`src/rtl/bwmem_pkg.sv`:
```
package bwmem_pkg;

  localparam logic [1:0] CMD_READ  = 2'd0;
  localparam logic [1:0] CMD_WRITE = 2'd1;

  function automatic bit is_rw(input logic [1:0] cmd);
    return (cmd == CMD_READ) || (cmd == CMD_WRITE);
  endfunction

  // busy window length in cycles
  function automatic int unsigned busy_len(input int unsigned nbytes,
                                           input int unsigned cpb);
    return nbytes * cpb;
  endfunction

  // lane k written when k < nbytes
  function automatic bit lane_on(input int unsigned nbytes, input int unsigned lane);
    return lane < nbytes;
  endfunction

endpackage

```
`src/rtl/bwmem_throttle.sv`:
```
module bwmem_throttle #(
  parameter int CNT_W  = 3,
  parameter int CPB    = 2,
  parameter int BUSY_W = 4
) (
  input  logic             clk,
  input  logic             rst_n,
  input  logic             req_valid,
  input  logic [1:0]       req_cmd,
  input  logic [CNT_W-1:0] req_bytes,
  input  logic             req_inhibit,
  output logic             grant,
  output logic             busy,
  output logic             owed,
  output logic             release_ev,
  output logic             retry_pulse
);
  import bwmem_pkg::*;

  logic [BUSY_W-1:0] cnt_q;
  logic              owed_q;
  logic              retry_q;
  logic [BUSY_W-1:0] dur;
  logic              start_win;
  logic              set_owed;

  assign busy       = (cnt_q != '0);
  assign owed       = owed_q;
  assign release_ev = (cnt_q == BUSY_W'(1));
  assign dur        = BUSY_W'(busy_len(int'(req_bytes), CPB));

  always_comb begin
    grant = 1'b0;
    if (req_valid) begin
      if (req_inhibit)  grant = 1'b1;
      else if (owed_q)  grant = 1'b0;
      else if (busy)    grant = 1'b0;
      else              grant = 1'b1;
    end
  end

  assign set_owed  = req_valid && !grant;
  assign start_win = grant && !req_inhibit && is_rw(req_cmd) && (dur != '0);

  always_ff @(posedge clk) begin
    if (!rst_n) begin
      cnt_q   <= '0;
      owed_q  <= 1'b0;
      retry_q <= 1'b0;
    end else begin
      if (start_win)  cnt_q <= dur;
      else if (busy)  cnt_q <= cnt_q - BUSY_W'(1);
      if (release_ev) begin
        owed_q  <= 1'b0;
        retry_q <= owed_q || set_owed;
      end else begin
        owed_q  <= owed_q || set_owed;
        retry_q <= 1'b0;
      end
    end
  end

  assign retry_pulse = retry_q;
endmodule

```
`src/rtl/bwmem_store.sv`:
```
module bwmem_store #(
  parameter int ADDR_W = 4,
  parameter int DATA_W = 32,
  parameter int CNT_W  = 3
) (
  input  logic              clk,
  input  logic              wr_en,
  input  logic [ADDR_W-1:0] addr,
  input  logic [CNT_W-1:0]  nbytes,
  input  logic [DATA_W-1:0] wdata,
  output logic [DATA_W-1:0] rdata
);
  import bwmem_pkg::*;

  localparam int DEPTH = 1 << ADDR_W;
  localparam int LANES = DATA_W / 8;

  logic [DATA_W-1:0] mem [DEPTH];

  assign rdata = mem[addr];

  for (genvar k = 0; k < LANES; k++) begin : g_lane
    logic lane_we;
    assign lane_we = wr_en && lane_on(int'(nbytes), k);
    always_ff @(posedge clk) begin
      if (lane_we) mem[addr][8*k +: 8] <= wdata[8*k +: 8];
    end
  end
endmodule

```
`src/rtl/bwmem_rspq.sv`:
```
module bwmem_rspq #(
  parameter int W   = 38,
  parameter int LAT = 3
) (
  input  logic         clk,
  input  logic         rst_n,
  input  logic         in_valid,
  input  logic [W-1:0] in_data,
  output logic         out_valid,
  output logic [W-1:0] out_data
);
  logic         v_q [LAT];
  logic [W-1:0] d_q [LAT];

  always_ff @(posedge clk) begin
    if (!rst_n) begin
      for (int i = 0; i < LAT; i++) v_q[i] <= 1'b0;
    end else begin
      v_q[0] <= in_valid;
      for (int i = 1; i < LAT; i++) v_q[i] <= v_q[i-1];
    end
  end

  always_ff @(posedge clk) begin
    d_q[0] <= in_data;
    for (int i = 1; i < LAT; i++) d_q[i] <= d_q[i-1];
  end

  assign out_valid = v_q[LAT-1];
  assign out_data  = d_q[LAT-1];
endmodule

```
`src/rtl/bwmem_top.sv`:
```
module bwmem_top #(
  parameter int ADDR_W = 4,
  parameter int DATA_W = 32,
  parameter int CNT_W  = 3,
  parameter int CPB    = 2,
  parameter int LAT    = 3
) (
  input  logic              clk,
  input  logic              rst_n,
  input  logic              req_valid,
  input  logic [1:0]        req_cmd,
  input  logic [ADDR_W-1:0] req_addr,
  input  logic [CNT_W-1:0]  req_bytes,
  input  logic [DATA_W-1:0] req_wdata,
  input  logic              req_need_rsp,
  input  logic              req_inhibit,
  output logic              req_accept,
  output logic              req_reject,
  output logic              retry_pulse,
  output logic              rsp_valid,
  output logic [1:0]        rsp_cmd,
  output logic [ADDR_W-1:0] rsp_addr,
  output logic [DATA_W-1:0] rsp_rdata
);
  import bwmem_pkg::*;

  localparam int MAX_BYTES = (1 << CNT_W) - 1;
  localparam int MAX_BUSY  = MAX_BYTES * CPB;
  localparam int BUSY_W    = (MAX_BUSY < 2) ? 1 : $clog2(MAX_BUSY + 1);
  localparam int PAY_W     = 2 + ADDR_W + DATA_W;

  logic              grant;
  logic              busy_w;
  logic              owed_w;
  logic              release_w;
  logic              take;
  logic              do_write;
  logic              do_rsp;
  logic [DATA_W-1:0] rd_word;
  logic [DATA_W-1:0] rsp_word;
  logic [PAY_W-1:0]  q_in;
  logic [PAY_W-1:0]  q_out;

  bwmem_throttle #(.CNT_W(CNT_W), .CPB(CPB), .BUSY_W(BUSY_W)) u_thr (
    .clk, .rst_n, .req_valid, .req_cmd, .req_bytes, .req_inhibit,
    .grant, .busy(busy_w), .owed(owed_w), .release_ev(release_w),
    .retry_pulse
  );

  assign req_accept = grant;
  assign req_reject = req_valid && !grant;
  assign take       = grant && !req_inhibit;
  assign do_write   = take && (req_cmd == CMD_WRITE);
  assign do_rsp     = take && req_need_rsp;

  bwmem_store #(.ADDR_W(ADDR_W), .DATA_W(DATA_W), .CNT_W(CNT_W)) u_mem (
    .clk, .wr_en(do_write), .addr(req_addr), .nbytes(req_bytes),
    .wdata(req_wdata), .rdata(rd_word)
  );

  assign rsp_word = (req_cmd == CMD_READ) ? rd_word : '0;
  assign q_in     = {req_cmd, req_addr, rsp_word};

  bwmem_rspq #(.W(PAY_W), .LAT(LAT)) u_q (
    .clk, .rst_n, .in_valid(do_rsp), .in_data(q_in),
    .out_valid(rsp_valid), .out_data(q_out)
  );

  assign {rsp_cmd, rsp_addr, rsp_rdata} = q_out;
endmodule

```
`config.mk`:
```
export PLATFORM = sky130hd
export DESIGN_NAME = bwmem_top
export DESIGN_NICKNAME = d
export VERILOG_FILES = /design/src/rtl/bwmem_pkg.sv /design/src/rtl/bwmem_throttle.sv /design/src/rtl/bwmem_store.sv /design/src/rtl/bwmem_rspq.sv /design/src/rtl/bwmem_top.sv
export SDC_FILE = /design/constraint.sdc
export NUM_CORES = 1
export LEC_CHECK = 0
export ABC_AREA = 1
export BUFFER_PORTS_ARGS = -buffer_cell sky130_fd_sc_hd__buf_4
export CAP_MARGIN = 25
export CORE_AREA = 2 2 215 217
export CTS_BUF_LIST = sky130_fd_sc_hd__clkbuf_4 sky130_fd_sc_hd__clkbuf_8 sky130_fd_sc_hd__clkbuf_16
export DETAILED_ROUTE_END_ITERATION = 10
export DIE_AREA = 0 0 217 219
export PLACE_DENSITY = 0.74
export SETUP_SLACK_MARGIN = 0.5
export SLEW_MARGIN = 25
export SYNTH_ARGS = -nofsm -noshare
export SYNTH_HDL_FRONTEND = slang
export SYNTH_SLANG_ARGS = --single-unit
```
`constraint.sdc`:
```
create_clock -name clk -period 2.15 [get_ports clk]
set_clock_uncertainty 0.2 [all_clocks]
set_input_delay 0.43 -clock clk [delete_from_list [all_inputs] [get_ports clk]]
set_output_delay 0.43 -clock clk [all_outputs]
set_load 0.03 [all_outputs]
```
==> impl_metrics.tcl <==
set metrics [dict create \
    p_leak_nw 11.7 \
    antenna_found_initial 0 \
    vdd_ir_drop_max_mv 0.777 \
    drc 0 \
    cpMaxStageDelayCell "dfxtp_2" \
    rrSetupSlack_ns -0.03 \
    first_global_vias 16000 \
    reg2reg_depth 8 \
    dr_total_vias 16000 \
    grt_pass1_wl_um 87100 \
    r2r-end "u_mem.mem[10][23]$_DFFE_PP_" \
    worst_slew_pin_slew_ns 0.542 \
    syn-num-nets 2225 \
    final_cells 2966 \
    required_ns 2.25 \
    synthToLayoutAreaGrowth_pct 21.3 \
    power_w 0.0258 \
    path_buf_inv 3 \
    fill_cells 3114 \
    ys_warn_count 0 \
    setup_tns_ns -0.272 \
    crit_fanout 8 \
    hold_depth 2 \
    hold_viol_final 0 \
    ant_nets 0 \
    cts_tree "built" \
    fp-row-count 78 \
    cts-root-buf "clkbuf_16" \
    arrival_ns 2.28 \
    synth_area_um2 24600 \
    path_cells "nor2_4, nand3_4, nor3_4, buf_12, buf_12, buf_16, nand4_1, nor2_4" \
    final-max-slew-violation-count 0 \
    hold_ws_ns 0.0922 \
    overflow 0 \
    portBuffers 87 \
    postSynthAreaPerCell_um2 11.3 \
    drt_first_pass_iters 7 \
    startpoint_type "flip-flop" \
    htreeDepth 2 \
    dp_cells 2788 \
    rsz0062_at_grt "yes" \
    timing.final.ws_setup_ns -0.0303 \
    critPathKind "flip-flop to flip-flop" \
    die_h_um 219 \
    dp_hpwl_um 33400 \
    antenna_cells 0 \
    hold-path-endpoint "u_q.d_q[0][32]$_DFF_P_" \
    period_minus_slack_ns 2.18 \
    p_seq_share_pct 52.1 \
    p_int_w 0.0201 \
    seq_area_frac_synth_pct 72.4 \
    cts_buffers 60 \
    nets 2361 \
    drive_gt1_share_pct 19.0 \
    clkPwrFrac_pct 40.9 \
    start_util_pct 54.6 \
    numClockSinks 635 \
    synthCells 2179 \
    hold_class "input pin to flip-flop" \
    clockBufferDepth 3 \
    drv_cap 0 \
    finish.utilization_pct 66.3 \
    core_area_um2 45100 \
    synth_seq_cells 635 \
    end_kind "flip-flop" \
    reg2reg_from "u_thr.cnt_q[2]$_SDFFE_PN0P_" \
    cpLargestDelayFamily "simple AND/OR/NAND/NOR gates" \
    switchingPower_w 0.00566 \
    fmax_ghz 0.459 \
    wirelength_um 56300 \
    routed_via_density 5.41 \
    cellPowerDensity_nw_per_um2 863 \
    clk-insertion-delay-late_ns 0.63 \
    grt_max_degree 110 \
    pwr-share-comb_pct 7.0 \
    avgRoutedWirePerCell_um 19.0 \
    hp-start "req_addr[0]" \
    die_area_um2 47500 \
    period_share_pct 101 \
    setup_viol 16 \
    io_pins 88 \
    final_common_cell "nand2_1" \
    cpPeakStageDelay_ns 0.35 \
    place_congestion 0.960 \
    layout_common_cells "969 x nand2_1, 512 x edfxtp_1, 163 x nand3_1" \
    violations "negative setup slack" \
    run_status "complete, but fails checks" \
    netSwitchingFraction_pct 21.9 \
    grt_usage_pct 23.9 \
    drt_iter0_markers 1808 \
    clk_pin_slew_ns 0.06 \
    maxSlewHeadroom_pct 63.9 \
    die_w_um 217 \
    synth.distinct_cells 24 \
]
==> power groups by stage <==
stage                     registers (W)  clock network (W)  logic, W
after floorplan                  0.0137                  0   0.00102
after global placement           0.0137                  0   0.00155
after detailed placement         0.0137                  0   0.00158
after CTS                        0.0134             0.0107   0.00176
after global routing             0.0134             0.0112   0.00194
final                            0.0134             0.0105   0.00180
==> layer usage <==
| layer | vias to the layer above | GRT usage [%] | routed length, um | part of all wire, % |
|---|---|---|---|---|
| met5 | - | 0 | 0 | 0 |
| met2 | 736 | 40.8 | 28100 | 50 |
| met3 | 121 | 5.23 | 4910 | 8.7 |
| met1 | 7658 | 30.7 | 21900 | 39 |
| li1 | 7530 | - | - | - |
| met4 | 0 | 7.76 | 1390 | 2.5 |
==> synth_stat cells, drive strengths merged <==
cell / instances / share of area (%)
a211oi: 1 / 0.030
nor3: 35 / 1.3
nand3: 164 / 3.4
buf: 131 / 3.7
a21oi: 6 / 0.12
o21ai: 1 / 0.020
nand4: 48 / 1.2
clkinv: 1 / 0.015
nand2: 973 / 15
edfxtp: 512 / 62
nor2: 111 / 1.8
dfxtp: 123 / 10
or2: 1 / 0.025
inv: 50 / 0.76
clkbuf: 22 / 0.34
==> kinds of logic after synthesis <==
| group | Yosys count | share of synthesized area (%) |
|---|---|---|
| and+or+nand+nor | 1332 | 22.6 |
| AOI/OAI and AO/OA | 8 | 0.173 |
| buffers and inverters | 204 | 4.82 |
| DFF | 635 | 72.4 |
==> cell type report <==
type / count / area (um2) / share of cell area (%)
Sequential cell: 635 / 17900 / 59.9
Inverter: 51 / 288 / 0.963
Clock inverter: 23 / 158 / 0.527
Tap cell: 600 / 751 / 2.51
Multi-Input combinational cell: 1340 / 6160 / 20.6
Clock buffer: 90 / 1870 / 6.24
Timing Repair Buffer: 227 / 2770 / 9.27
==> how the worst max path moves through the flow <==
stage | from | to | slack (ns) | depth (start not counted)
finish | u_thr.cnt_q[2]$_SDFFE_PN0P_ | u_mem.mem[10][23]$_DFFE_PP_ | -0.03 | 8
global route | u_thr.cnt_q[2]$_SDFFE_PN0P_ | req_accept | -0.09 | 4
CTS | u_thr.cnt_q[1]$_SDFFE_PN0P_ | req_accept | -0.009 | 4
detailed placement | req_valid | u_mem.mem[11][22]$_DFFE_PP_ | -0.07 | 7
global placement | req_valid | u_mem.mem[8][19]$_DFFE_PP_ | -0.005 | 7
floorplan | u_thr.cnt_q[3]$_SDFFE_PN0P_ | u_mem.mem[13][0]$_DFFE_PP_ | 0.21 | 6
==> metrics by stage <==
step	area [um2]	setup WS, ns
after floorplan	25300	0.212
after global placement	26800	-0.00480
after detailed placement	26800	-0.0710
after CTS	29700	-0.00929
after global routing	29900	-0.0851
final	29900	-0.0303
==> flip-flops by register name (all words and copies together), names as in the netlist <==
signal	flops
u_mem.mem	512
u_q.d_q	114
u_thr.cnt_q	4
u_q.v_q	3
u_thr.owed	1
u_thr.retry_pulse	1
==> what timing repair did <==
item | CTS | global route
setup endpoints to repair | 554 | 555
gates resized for setup | 100 | 34
hold buffers | 41 | 0
buffers inserted | 13 | 8
pin swaps | 38 | 13
endpoints found under the hold margin | 525 | 0
cloned | 3 | 0
(Power assumes the default switching activity.)
